<file path="src/rtl/alu_fn_pkg.sv">
package alu_fn_pkg;

  typedef enum logic [2:0] {
    LG_PASS_A = 3'd0,
    LG_AND    = 3'd1,
    LG_ANDN   = 3'd2,
    LG_XOR    = 3'd3,
    LG_OR     = 3'd4,
    LG_PASS_B = 3'd5,
    LG_NOT_B  = 3'd6,
    LG_ZERO   = 3'd7
  } lg_op_e;

  typedef struct packed {
    logic   legal;
    logic   arith;
    logic   inv_a;
    logic   inv_b;
    lg_op_e lop;
  } fn_ctrl_t;

  localparam int FSEL_W = 6;

  localparam logic [FSEL_W-1:0] FN_PASS_A = 6'b000000;
  localparam logic [FSEL_W-1:0] FN_OR     = 6'b000001;
  localparam logic [FSEL_W-1:0] FN_AND    = 6'b000100;
  localparam logic [FSEL_W-1:0] FN_PASS_B = 6'b000101;
  localparam logic [FSEL_W-1:0] FN_ANDN   = 6'b001000;
  localparam logic [FSEL_W-1:0] FN_XOR    = 6'b001001;
  localparam logic [FSEL_W-1:0] FN_NOT_B  = 6'b001010;
  localparam logic [FSEL_W-1:0] FN_ZERO   = 6'b001100;
  localparam logic [FSEL_W-1:0] FN_ADD    = 6'b010110;
  localparam logic [FSEL_W-1:0] FN_SUB    = 6'b011001;
  localparam logic [FSEL_W-1:0] FN_RSB    = 6'b110110;

endpackage

</file>
<file path="src/rtl/alu_opnd_reg.sv">
module alu_opnd_reg #(
  parameter int W = 32
) (
  input  logic         clk,
  input  logic         rst,
  input  logic         ld,
  input  logic [W-1:0] d,
  output logic [W-1:0] q
);

  always_ff @(posedge clk) begin
    if (rst) begin
      q <= '0;
    end else if (ld) begin
      q <= d;
    end
  end

endmodule

</file>
<file path="src/rtl/alu_fn_decode.sv">
module alu_fn_decode
  import alu_fn_pkg::*;
(
  input  logic [FSEL_W-1:0] fsel,
  output fn_ctrl_t          ctrl
);

  always_comb begin
    ctrl       = '0;
    ctrl.lop   = LG_ZERO;
    ctrl.legal = 1'b1;
    unique case (fsel)
      FN_PASS_A: ctrl.lop = LG_PASS_A;
      FN_OR:     ctrl.lop = LG_OR;
      FN_AND:    ctrl.lop = LG_AND;
      FN_PASS_B: ctrl.lop = LG_PASS_B;
      FN_ANDN:   ctrl.lop = LG_ANDN;
      FN_XOR:    ctrl.lop = LG_XOR;
      FN_NOT_B:  ctrl.lop = LG_NOT_B;
      FN_ZERO:   ctrl.lop = LG_ZERO;
      FN_ADD: begin
        ctrl.arith = 1'b1;
      end
      FN_SUB: begin
        ctrl.arith = 1'b1;
        ctrl.inv_b = 1'b1;
      end
      FN_RSB: begin
        ctrl.arith = 1'b1;
        ctrl.inv_a = 1'b1;
      end
      default: ctrl.legal = 1'b0;
    endcase
  end

endmodule

</file>
<file path="src/rtl/alu_logic_unit.sv">
module alu_logic_unit
  import alu_fn_pkg::*;
#(
  parameter int W = 32
) (
  input  logic [W-1:0] a,
  input  logic [W-1:0] b,
  input  lg_op_e       lop,
  output logic [W-1:0] y
);

  always_comb begin
    unique case (lop)
      LG_PASS_A: y = a;
      LG_AND:    y = a & b;
      LG_ANDN:   y = a & ~b;
      LG_XOR:    y = a ^ b;
      LG_OR:     y = a | b;
      LG_PASS_B: y = b;
      LG_NOT_B:  y = ~b;
      default:   y = '0;
    endcase
  end

endmodule

</file>
<file path="src/rtl/alu_csel_adder.sv">
module alu_csel_adder #(
  parameter int W   = 32,
  parameter int SEG = 8
) (
  input  logic [W-1:0] a,
  input  logic [W-1:0] b,
  input  logic         inv_a,
  input  logic         inv_b,
  input  logic         cin,
  output logic [W-1:0] sum,
  output logic         cout,
  output logic         ovf
);

  localparam int NSEG = W / SEG;

  logic [W-1:0]   xa, xb;
  logic [SEG-1:0] p0 [NSEG];
  logic [SEG-1:0] p1 [NSEG];
  logic [NSEG-1:0] k0, k1;

  assign xa = a ^ {W{inv_a}};
  assign xb = b ^ {W{inv_b}};

  for (genvar g = 0; g < NSEG; g++) begin : g_seg
    logic [SEG:0] s0, s1;
    assign s0 = {1'b0, xa[g*SEG +: SEG]} + {1'b0, xb[g*SEG +: SEG]};
    assign s1 = {1'b0, xa[g*SEG +: SEG]} + {1'b0, xb[g*SEG +: SEG]}
              + {{SEG{1'b0}}, 1'b1};
    assign p0[g] = s0[SEG-1:0];
    assign p1[g] = s1[SEG-1:0];
    assign k0[g] = s0[SEG];
    assign k1[g] = s1[SEG];
  end

  always_comb begin
    logic c;
    c   = cin;
    sum = '0;
    for (int i = 0; i < NSEG; i++) begin
      sum[i*SEG +: SEG] = c ? p1[i] : p0[i];
      c                 = c ? k1[i] : k0[i];
    end
    cout = c;
  end

  assign ovf = (xa[W-1] == xb[W-1]) && (sum[W-1] != xa[W-1]);

endmodule

</file>
<file path="src/rtl/opfn_alu.sv">
module opfn_alu
  import alu_fn_pkg::*;
#(
  parameter int W   = 32,
  parameter int SEG = 8
) (
  input  logic              clk,
  input  logic              rst,
  input  logic              ld_en,
  input  logic [W-1:0]      opa_in,
  input  logic [W-1:0]      opb_in,
  input  logic [FSEL_W-1:0] fsel,
  input  logic              cin,
  output logic [W-1:0]      res,
  output logic              flag_n,
  output logic              flag_z,
  output logic              flag_c,
  output logic              flag_v
);

  logic [W-1:0] a_q, b_q;
  fn_ctrl_t     ctrl;
  logic [W-1:0] lg_y, ad_y;
  logic         ad_c, ad_v;

  alu_opnd_reg #(.W(W)) u_areg (
    .clk(clk), .rst(rst), .ld(ld_en), .d(opa_in), .q(a_q)
  );

  alu_opnd_reg #(.W(W)) u_breg (
    .clk(clk), .rst(rst), .ld(ld_en), .d(opb_in), .q(b_q)
  );

  alu_fn_decode u_dec (
    .fsel(fsel), .ctrl(ctrl)
  );

  alu_logic_unit #(.W(W)) u_logic (
    .a(a_q), .b(b_q), .lop(ctrl.lop), .y(lg_y)
  );

  alu_csel_adder #(.W(W), .SEG(SEG)) u_add (
    .a(a_q), .b(b_q), .inv_a(ctrl.inv_a), .inv_b(ctrl.inv_b), .cin(cin),
    .sum(ad_y), .cout(ad_c), .ovf(ad_v)
  );

  always_comb begin
    res    = '0;
    flag_c = 1'b0;
    flag_v = 1'b0;
    if (ctrl.legal) begin
      if (ctrl.arith) begin
        res    = ad_y;
        flag_c = ad_c;
        flag_v = ad_v;
      end else begin
        res = lg_y;
      end
    end
    flag_n = ctrl.legal & res[W-1];
    flag_z = ctrl.legal & ~|res;
  end

endmodule

</file>
<file path="config.mk">
export PLATFORM = sky130hd
export DESIGN_NAME = opfn_alu
export DESIGN_NICKNAME = d
export VERILOG_FILES = /design/src/rtl/alu_fn_pkg.sv /design/src/rtl/alu_opnd_reg.sv /design/src/rtl/alu_fn_decode.sv /design/src/rtl/alu_logic_unit.sv /design/src/rtl/alu_csel_adder.sv /design/src/rtl/opfn_alu.sv
export SDC_FILE = /design/constraint.sdc
export NUM_CORES = 1
export LEC_CHECK = 0
export ABC_CLOCK_PERIOD_IN_PS = 19200
export BUFFER_PORTS_ARGS = -buffer_cell sky130_fd_sc_hd__buf_2
export CORE_MARGIN = 5
export CORE_UTILIZATION = 25
export CTS_BUF_LIST = sky130_fd_sc_hd__clkbuf_16
export DETAILED_ROUTE_END_ITERATION = 10
export GPL_ROUTABILITY_DRIVEN = 0
export HOLD_SLACK_MARGIN = 0.12
export SYNTH_ARGS = -nofsm -noshare
export SYNTH_HDL_FRONTEND = slang
export SYNTH_SLANG_ARGS = --single-unit
</file>
<file path="constraint.sdc">
create_clock -name clk -period 19.2 [get_ports clk]
set_input_delay 5.76 -clock clk [delete_from_list [all_inputs] [get_ports clk]]
set_output_delay 5.76 -clock clk [all_outputs]
set_load 0.005 [all_outputs]
</file>
==> impl_metrics.toml <==
[synthesis]
syn_area_per_cell_um2 = 7.556
ys_types = 80
synth_fp_nets = 1170
synthTopCellsByCount = "nand2_1 (104), nor2_1 (103), inv_1 (88)"
ys_ff_latch = 64
async_flop_share = 0
synth.most_common_cell = "nand2_1"
yosys_warnings = 0
synth_ff_type = "dfxtp_1"
synth-edff-count = 0
synth_top_area_cell = "dfxtp_1"
syn_inst = 1024
yosysSeqAreaShare = 0.1656
netlist_area_um2 = 7737
synthTopCellsByArea = "dfxtp_1 (17%), ha_1 (11%), xnor2_1 (9.7%)"
synth_top_area_frac = 0.1656

[clock_network]
clk_pin_slew_ns = 0.06
cts_htree_levels = 3
cts_tree = "yes"
clock_sinks = 64
postCtsResizedCells = 0
cts-buffers-inserted = 9
cts.path.max_buffers = 2
root_buffer = "clkbuf_16"
clk_latency_ns = 0.33
holdBufCountCts = 0
post_cts_buffers = 0

[worst_setup_path]
cp_top_family = "simple AND/OR/NAND/NOR gates"
cp-end-kind = "output port"
cpPeakStageDelay_ns = 0.53
cp_data_required_time_ns = 13.44
startpoint_type = "input pin"
cp_slowest_cell = "or4_1"
cp.arrival_ns = 11.28
worstSetupPathType = "input pin to output port"
crit_fanout = 32
critical_path_buf_inv_count = 4
path_cells = "buf_2 -> nand2b_1 -> nor4b_2 -> buf_4 -> xnor2_1 -> ha_1 -> inv_1 -> fa_1 -> xnor2_1 -> nand2_1 -> or3_4 -> a221oi_2 -> nand4_1 -> mux2i_4 -> mux2_1 -> and3_1 -> or4_1 -> nor4_2 -> nand4b_1 -> nor4_2 -> buf_2"

[finish]
postLayoutCellArea_um2 = 8875
post-route-util = 0.2901
syn2layout_area_growth_pct = 14.70
nets = 1244
diodes = 0
drive_above_1_share = 0.1623
nFillCells = 3318

[run]
drv_cap = 0

[placement]
place_ws_ns = 2.091
dp.final_hpwl_um = 18580
place_area_um2 = 8577
portBuffers = 109

[grt]
grt_max_degree = 65
met3_usage = 0.01075
grt_first_pass_wirelength_um = 37380
overflow = 0
antenna_found_initial = 2
grt_util_met2 = 0.1957
busiest_layer = "met1"
grt_use_total = 0.1340
grt_use_met1 = 0.2019
grt_pass1_vias = 6866

[routing]
dr.first_iter.drc_count = 446
wl_per_cell_um = 15.67
ant_nets = 0
drc = 0
routed_wl_um = 23500
vias = 7356
via_per_inst = 4.907
dr.pass1.iters = 5

[timing]
finalHoldViolCount = 0
slew_headroom = 0.2105
final-setup-viol-count = 0
timing.final.ws_setup_ns = 2.158
setup_tns_ns = 0
fin_crit_ns = 17.04
max_slew.worst_pin.slew_ns = 1.154
clock_skew_ns = 0
rsz0062_at_grt = "false"
slew_violations = 0
period_share = 0.8876
fmax_ghz = 0.05868

[die]
dieWidth_um = 185.9
die_y_um = 185.9
fp-row-count = 64
die_area_um2 = 34570
initial_core_util = 0.2529
ios = 110
core_area_um2 = 30590

[min_path]
min_path_type = "flop to flop"

[status]
status = "finished, final reports clean"

[pwr]
leakage_nw = 3.568
vdd.ir_drop.worst_mv = 0.04495
p_per_area_nw_per_um2 = 52.35
[flip-flops by register name, indices dropped and copies added, names as in the netlist]
register,flops
u_breg.q,32
u_areg.q,32
[cells by family (layout without fill, tap and decap cells)]
family,after synthesis,in the layout,share of synthesized area
xor+xnor,102,102,0.1203
simple gates,332,332,0.2076
mux,75,75,0.09880
buf+inv,146,225,0.08619
flops,64,64,0.1656
compound gates,233,233,0.2012
fa+ha+maj,72,72,0.1203
[layer usage]
metal / wire length [µm] / part of all wire / vias to the layer above
li1: - / - / 3759
met3: 1055 / 0.045 / 40
met2: 9800 / 0.42 / 222
met4: 767 / 0.033 / 4
met5: 14 / 0.00060 / -
met1: 11860 / 0.50 / 3331
[cells in the final DEF (no fill, tap or decap), types with 5 or more instances in the layout]
master	instances
inv_1	88
a21o_1	10
ha_1	68
nor3_1	17
a31oi_1	19
buf_2	108
nor2_1	103
nand2b_1	8
or2_2	5
or3_1	8
a21oi_1	38
nand2_1	104
dfxtp_1	64
mux2i_1	73
buf_4	13
o21bai_1	7
xor2_1	11
o21ai_0	68
clkbuf_16	9
nand4_1	7
xnor2_1	86
o211ai_1	12
a211oi_1	11
xnor2_2	5
nand3_1	26
nor4_1	6
a311oi_1	13
o2111ai_1	17
or4_1	5
[where the power goes]
| group | internal (mW) | switching (mW) |
|---|---|---|
| sequential | 0.141 | 0.00990 |
| combinational | 0.0631 | 0.0879 |
| clock | 0.100 | 0.0626 |
[metrics by stage]
stage	hold slack, ns	power (mW)	instances
3_5_place_dp	0.5183	0.3036	1483
2_1_floorplan	0.4829	0.2601	1024
4_1_cts	0.5332	0.4692	1499
3_3_place_gp	0.5134	0.3008	1483
5_1_grt	0.5635	0.4949	1499
6_report	0.5305	0.4646	1499
[final timing paths]
kind / slack, ns / cells past startpoint / from / endpoint
setup reg to reg: 18.45 / 2 / u_breg.q[10]$_SDFFE_PP0P_ / u_breg.q[10]$_SDFFE_PP0P_
setup / recovery: 2.16 / 21 / fsel[2] / flag_z
hold reg to reg: 0.53 / 2 / u_areg.q[28]$_SDFFE_PP0P_ / u_areg.q[28]$_SDFFE_PP0P_
hold / removal: 0.53 / 2 / u_areg.q[28]$_SDFFE_PP0P_ / u_areg.q[28]$_SDFFE_PP0P_
[layout make-up]
class,instances,area [µm²],area share
multi-input combinational,814,5832,0.6571
sequential,64,1281,0.1444
timing repair buffer,121,638.1,0.07190
tap,396,495.5,0.05583
inverter,88,330.3,0.03722
clock buffer,9,225.2,0.02538
clock inverter,7,72.57,0.008177
[worst reg2reg max path, cell delays in order, from the launching register on]
cell,delay [ns]
dfxtp_1,0.45
mux2i_1,0.11
nor2_1,0.12
(Power assumes the default switching activity.)
